$ cat src/rtl/dr_mem_seq.sv
`timescale 1ns/1ps
module dr_mem_seq #(
  parameter int DEPTH = 16,
  parameter int WIDTH = 8,
  parameter int AW    = (DEPTH > 1) ? $clog2(DEPTH) : 1
) (
  input  logic             clk,
  input  logic             rst_n,
  input  logic             req_i,
  input  logic             op_wr_i,
  input  logic [AW-1:0]    addr_i,
  input  logic [WIDTH-1:0] wdata_i,
  output logic             busy_o,
  output logic             done_o,
  output logic [WIDTH-1:0] rdata_o
);

  typedef enum logic [2:0] {
    S_IDLE, S_DECODE, S_SENSE, S_CLEAR, S_RESTORE, S_STORE, S_DONE
  } phase_t;

  phase_t           state_q;
  logic [AW-1:0]    addr_q;
  logic             wr_q;
  logic [WIDTH-1:0] info_q;
  logic [WIDTH-1:0] out_q;
  logic [WIDTH-1:0] mem [DEPTH];

  wire start = (state_q == S_IDLE) && req_i;

  assign busy_o  = (state_q != S_IDLE);
  assign done_o  = (state_q == S_DONE);
  assign rdata_o = out_q;

  always_ff @(posedge clk or negedge rst_n) begin
    if (!rst_n) begin
      state_q <= S_IDLE;
      addr_q  <= '0;
      wr_q    <= 1'b0;
      info_q  <= '0;
      out_q   <= '0;
    end else begin
      unique case (state_q)
        S_IDLE: if (start) begin
          addr_q  <= addr_i;
          wr_q    <= op_wr_i;
          if (op_wr_i) info_q <= wdata_i;
          state_q <= S_DECODE;
        end
        S_DECODE:  state_q <= wr_q ? S_CLEAR : S_SENSE;
        S_SENSE: begin
          info_q  <= mem[addr_q];
          state_q <= S_RESTORE;
        end
        S_CLEAR:   state_q <= S_STORE;
        S_RESTORE: begin
          out_q   <= info_q;
          state_q <= S_DONE;
        end
        S_STORE:   state_q <= S_DONE;
        S_DONE:    state_q <= S_IDLE;
        default:   state_q <= S_IDLE;
      endcase
    end
  end

  always_ff @(posedge clk or negedge rst_n) begin
    if (!rst_n) begin
      for (int i = 0; i < DEPTH; i++) mem[i] <= '0;
    end else begin
      unique case (state_q)
        S_SENSE, S_CLEAR:   mem[addr_q] <= '0;
        S_RESTORE, S_STORE: mem[addr_q] <= info_q;
        default: ;
      endcase
    end
  end

  AST_DONE_SINGLE: assert property (@(posedge clk) disable iff (!rst_n)
    done_o |=> !done_o);
  AST_REQ_STARTS: assert property (@(posedge clk) disable iff (!rst_n)
    (!busy_o && req_i) |=> busy_o);
  AST_ADDR_HELD: assert property (@(posedge clk) disable iff (!rst_n)
    (busy_o && $past(busy_o)) |-> $stable(addr_q));
  AST_SENSE_WIPES: assert property (@(posedge clk) disable iff (!rst_n)
    (state_q == S_SENSE) |=> (mem[$past(addr_q)] == '0));
  AST_RESTORE_WB: assert property (@(posedge clk) disable iff (!rst_n)
    (state_q == S_RESTORE) |=> (mem[$past(addr_q)] == $past(info_q)));
  AST_CLEAR_NO_SENSE: assert property (@(posedge clk) disable iff (!rst_n)
    (state_q == S_CLEAR) |=> ($stable(info_q) && mem[$past(addr_q)] == '0));
  AST_WRITE_KEEPS_OUT: assert property (@(posedge clk) disable iff (!rst_n)
    (busy_o && wr_q && $past(busy_o)) |-> $stable(rdata_o));

endmodule

$ cat config.mk
export PLATFORM = sky130hd
export DESIGN_NAME = dr_mem_seq
export DESIGN_NICKNAME = d
export VERILOG_FILES = /design/src/rtl/dr_mem_seq.sv
export SDC_FILE = /design/constraint.sdc
export NUM_CORES = 1
export LEC_CHECK = 0
export ABC_AREA = 1
export BUFFER_PORTS_ARGS = -buffer_cell sky130_fd_sc_hd__buf_2
export CORE_ASPECT_RATIO = 1.75
export CORE_MARGIN = 3
export CORE_UTILIZATION = 56
export DETAILED_ROUTE_END_ITERATION = 10
export MAX_ROUTING_LAYER = met4
export PLACE_DENSITY = 0.76
export SYNTH_ARGS = -nofsm -noshare
export SYNTH_HDL_FRONTEND = slang
export SYNTH_SLANG_ARGS = --single-unit
$ cat constraint.sdc
create_clock -name clk -period 1.5 [get_ports clk]
set_clock_uncertainty 0.2 [all_clocks]
set_input_delay 0 -clock clk [delete_from_list [all_inputs] [get_ports clk]]
set_output_delay 0 -clock clk [all_outputs]
set_load 0.01 [all_outputs]
# ---- After elaboration in Yosys (flattened, before gate mapping)
# Cells that the tools add are included.
dict set report word_totals {
  output_inout_bits 10
  elab_cells 57
  reg_bits 152
}
dict set report op_classes {
  bitwise_logic 3
  n_lt_le_gt_ge 2
  eq_ne 8
  n_mux 13
  n_reduce_logical 10
}
# op count
set op_table {}
lappend op_table {{case mux 128 bit (2 select lines)} 1}
lappend op_table {{AND 128 bit} 1}
lappend op_table {{bitwise mux 128 bit} 1}
lappend op_table {{NOT 128 bit} 1}
lappend op_table {{two-way mux 8 bit} 5}
lappend op_table {{binary-select mux 8 bit (select 4 bit)} 1}
lappend op_table {{demux 8 bit (select 4 bit)} 1}
lappend op_table {{case mux 8 bit (2 select lines)} 1}
lappend op_table {{case mux 3 bit (5 select lines)} 1}
lappend op_table {{equality test 3 bit (second input constant)} 3}
lappend op_table {{equality test 3 x 2 -> 1 bit (second input constant)} 2}
lappend op_table {{greater-or-equal comparator 5 bit (second input constant)} 1}
lappend op_table {{< comparator 5 x 1 -> 1 bit (second input constant)} 1}
lappend op_table {{NOT 4 -> 5 bit} 1}
lappend op_table {{inequality test 2 bit (second input constant)} 2}
lappend op_table {{nonzero test 2 bit} 2}
lappend op_table {{OR reduction 2 bit} 2}
lappend op_table {{equality test 3 x 1 -> 1 bit (second input constant)} 1}
lappend op_table {{zero test 3 bit} 1}
lappend op_table {{two-way mux 3 bit} 1}
lappend op_table {{AND reduction 3 bit} 1}
lappend op_table {{nonzero test 3 bit} 1}
lappend op_table {{logical AND 1 bit} 2}
lappend op_table {{AND reduction 2 bit} 1}
lappend op_table {{two-way mux 1 bit} 1}

# ---- Depth between registers and ports, before layout
dict set report depth {
  depth_word 8
  depth_mapped 11
  ltp_nobuf 9
}

# ---- Worst setup path after synthesis
# OpenSTA, ideal clock, no wires.
dict set report synth_timing {
  path_type {register to register}
  start {reg addr_q[0]}
  end {reg info_q[1]}
  slack_ns -0.115
  arrival_ns 1.294
  path_stages_with_launch 12
  required_time_ns 1.179
  setup_time_ns 0.121
  n_path_buf 3
  cell_sequence {dfrtp_1 > buf_4 > buf_4 > buf_2 > nand2_1 > o21ai_0 > nand2_1 > nand2_1 > nand2_1 > nand3_1 > o21bai_1 > nand2_1}
}
dict set report synth_between {
  elab_chain_cells 5
}
# item line
set synth_lines {}
lappend synth_lines {{from (decl)} 23} ;# logic [AW-1:0] addr_q;
lappend synth_lines {{from (signal assigned)} 45} ;# addr_q <= addr_i;
lappend synth_lines {{NOT 4 -> 5 bit (not written as such)} 52} ;# info_q <= mem[addr_q];
lappend synth_lines {{binary-select mux 8 bit (select 4 bit)} 52}
lappend synth_lines {{two-way mux 8 bit (not written as such) (2 in a row)} 52}
lappend synth_lines {{case mux 8 bit (2 select lines)} 43} ;# unique case (state_q)
lappend synth_lines {{to (signal assigned)} 47} ;# if (op_wr_i) info_q <= wdata_i;
lappend synth_lines {{to (signal assigned)} 52}
lappend synth_lines {{to (decl)} 25} ;# logic [WIDTH-1:0] info_q;
# Every way passes these cells. The select of a mux whose other input is x is not followed.
# A chain may end at the register's enable or synchronous reset.

# ---- Worst setup path in the final report
dict set report layout_timing {
  start {reg addr_q[0]}
  end {reg info_q[0]}
}
# Same word-level chain as after synthesis.

==> flow_summary.ini <==
[route]
avgViaCountPerCell = 5.85
routed_wirelength_um = 23500
drc_errors = 0
drt_iter0_markers = 670
drtPass1Iterations = 6
wl_per_cell_um = 19.7
num_vias = 6961
postRouteAntennaNets = 0

[clocking]
cts_tree = built
cts_sinks = 152
cts.path.max_buffers = 2
path_clk_slew_ns = 0.07
numCtsBuffers = 17
clockRootBuffer = clkbuf_16
clkLatencyLatePin_ns = 0.43
h-tree-depth = 4

[sta]
fin_ws_ns = -0.300
finalSetupViolCount = 138
max_freq_ghz = 0.556
fin_crit_ns = 1.80
slew_viol_final = 0
tightest_slew_ns = 0.438
slew_headroom = 0.708
rsz0062_at_grt = yes
fin_crit_sh = 1.20
hold_viol_final = 0

[setup_path]
crit_chain = buf_4 > nand2_1 > o21ai_0 > nand2_1 > nand2_1 > nand2_1 > nand3_2 > o21bai_1 > nand2_1
path_class = register to register
r2r_slack_ns = -0.30
critPathSlowestCell = dfrtp_2
r2r-start = addr_q[0]$_DFFE_PN0P_
reg2reg_depth = 9
arrival_ns = 1.91
crit_fanout = 23
r2r-end = info_q[0]$_DFFE_PN0P_
end_kind = register
crit_path_start_kind = register
max_stage_delay_ns = 0.46
path_common_cell = nand2_1
worstPathRequired_ns = 1.61

[synth]
syn_inst = 898
ys_seq_elements = 152
synth.distinct_cells = 26
syn_area_um2 = 7250
syn_nets = 914
ys_seq_area_frac = 0.525
synth_warnings = 0
avgSynthCellArea_um2 = 8.07

[die]
die_h_um = 157
io_pins = 26
rows = 54
die_area_um2 = 14400
core_area_um2 = 12600
die_w_um = 92.0
floorplan.initialDensity = 0.577

[pwr]
p_comb_frac = 0.485
ir_drop_v = 0.00193
pwr-share-seq = 0.326
clockPowerShare = 0.189
p_sw_frac = 0.442
power_density_nw_per_um2 = 2260
p_switching_w = 0.00938
p_leak_nw = 4.59
p_int_w = 0.0118

[final_layout]
syn2layout_area_growth_pct = 29.3
fin_nets = 1025
layout_common_cells = 321 x nand2_1, 148 x dfrtp_1, 111 x inv_1
layout_commonest_cell = nand2_1
fillCellCount = 859
layout-drive-gt1-share = 0.234
num_antenna_cells = 0
layout.cells.non_filler = 1190

[run_status]
violations = setup timing
status = finished, violations left

[global_routing]
gr-usage-all-layers = 0.347
antenna_found_initial = 0
grt_pass1_vias = 7115
grt_max_degree = 43
grt_overflow = 0
grt_pass1_wl_um = 37200

[hold_path]
hold_path.startpoint = addr_i[3]
hold_path.class = primary input to register
min_path_cells = 3
min_to = addr_q[3]$_DFFE_PN0P_

[placed_design]
dp_hpwl_um = 14200
dpl_worst_slack_ns = -0.262
dp_cells = 1139
gp_congestion = 0.909
portBuffers = 25

[flow_run]
maxCapViolCount = 0
[registers in the layout, indices dropped and copies added (netlist names)]
register,flops
rdata_o,8
state_q,3
addr_q,4
wr_q,1
info_q,8
mem,128
[worst max-delay path, delay by kind of cell (launching register included)]
| kind | cells | cell delay [ns] |
|---|---|---|
| AND/OR/NAND/NOR | 6 | 0.53 |
| flip-flops | 1 | 0.46 |
| AO/OA/AOI/OAI | 2 | 0.24 |
| buffers and inverters | 1 | 0.24 |
[power groups by stage]
stage / combinational, W / clock, W / sequential [W]
floorplan: 0.00533 / 0 / 0.00658
global placement: 0.00846 / 0 / 0.00676
global route: 0.0110 / 0.00419 / 0.00709
detailed placement: 0.00868 / 0 / 0.00681
CTS: 0.00958 / 0.00399 / 0.00681
finish: 0.0103 / 0.00401 / 0.00691
[worst max-delay path by stage]
stage,endpoint,cells after the start,startpoint,slack [ns]
after floorplan,mem[56]$_DFFE_PN0P_,5,addr_q[1]$_DFFE_PN0P_,-0.08
after global placement,mem[94]$_DFFE_PN0P_,5,addr_q[1]$_DFFE_PN0P_,-0.20
after detailed placement,mem[28]$_DFFE_PN0P_,5,addr_q[1]$_DFFE_PN0P_,-0.26
after CTS,mem[62]$_DFFE_PN0P_,5,addr_q[1]$_DFFE_PN0P_,-0.25
after global routing,mem[93]$_DFFE_PN0P_,5,addr_q[1]$_DFFE_PN0P_,-0.39
final,info_q[0]$_DFFE_PN0P_,9,addr_q[0]$_DFFE_PN0P_,-0.30
[final cells by class]
| class | instances | area (um2) | area share |
|---|---|---|---|
| Clock buffer | 17 | 425 | 0.0454 |
| Multi-Input combinational cell | 592 | 3180 | 0.339 |
| Inverter | 119 | 449 | 0.0479 |
| Clock inverter | 15 | 119 | 0.0127 |
| Tap cell | 168 | 210 | 0.0224 |
| Timing Repair Buffer | 127 | 1180 | 0.126 |
| Sequential cell | 152 | 3810 | 0.406 |
[per-layer routing]
metal / part of all wire / up-vias / GRT usage
met2: 0.51 / 406 / 0.567
met5: 0 / - / -
met1: 0.35 / 3303 / 0.397
met4: 0.068 / 0 / 0.198
li1: - / 3114 / -
met3: 0.072 / 138 / 0.0693
[logic make-up (layout without fill, tap and decap cells)]
logic type      after synthesis  in the layout  synth area share
flops                       152            152             0.525
mux                           2              2           0.00311
simple gates                415            415             0.246
compound gates              175            175             0.140
buf+inv                     154            278            0.0854
[Yosys cell counts]
master	instances	area share
a21oi_1	4	0.0028
nand4_1	4	0.0035
or2_4	1	0.0012
o211ai_1	1	0.0010
nor2_2	1	0.00086
nor2_1	34	0.018
clkinv_1	1	0.00052
nand2_1	342	0.18
buf_1	5	0.0026
dfrtp_1	152	0.52
nor2_4	4	0.0062
buf_4	5	0.0052
nand3_1	11	0.0076
nand2_2	2	0.0017
o21bai_1	8	0.0083
clkbuf_1	17	0.0088
buf_2	6	0.0041
o21ai_0	67	0.046
inv_2	4	0.0021
nand3_2	5	0.0069
nor3_4	10	0.022
buf_6	2	0.0031
inv_1	114	0.059
mux2_2	2	0.0031
o22ai_1	95	0.082
nor3_2	1	0.0014
[through the flow]
stage	hold slack, ns	TNS (ns)	cell area, um2	total power [W]	utilization
3_5_place_dp	-0.246	-22.11	8230	0.0155	0.655
2_1_floorplan	-0.496	-6.08	7290	0.0119	-
4_1_cts	0.148	-20.34	9230	0.0204	0.734
6_report	0.151	-23.89	9370	0.0212	0.746
3_3_place_gp	-0.251	-17.13	8230	0.0152	0.655
5_1_grt	0.183	-34.47	9370	0.0223	0.746
[timing repair]
item                                    CTS  global route
gates resized for setup                  74            37
endpoints found under the hold margin   166             0
endpoints found under the setup margin  143           151
pin swaps                                 8             6
cloned                                    1             0
hold buffers                             16             0
buffers inserted                          3             3
No activity file was read; power rests on OpenSTA's default activity.
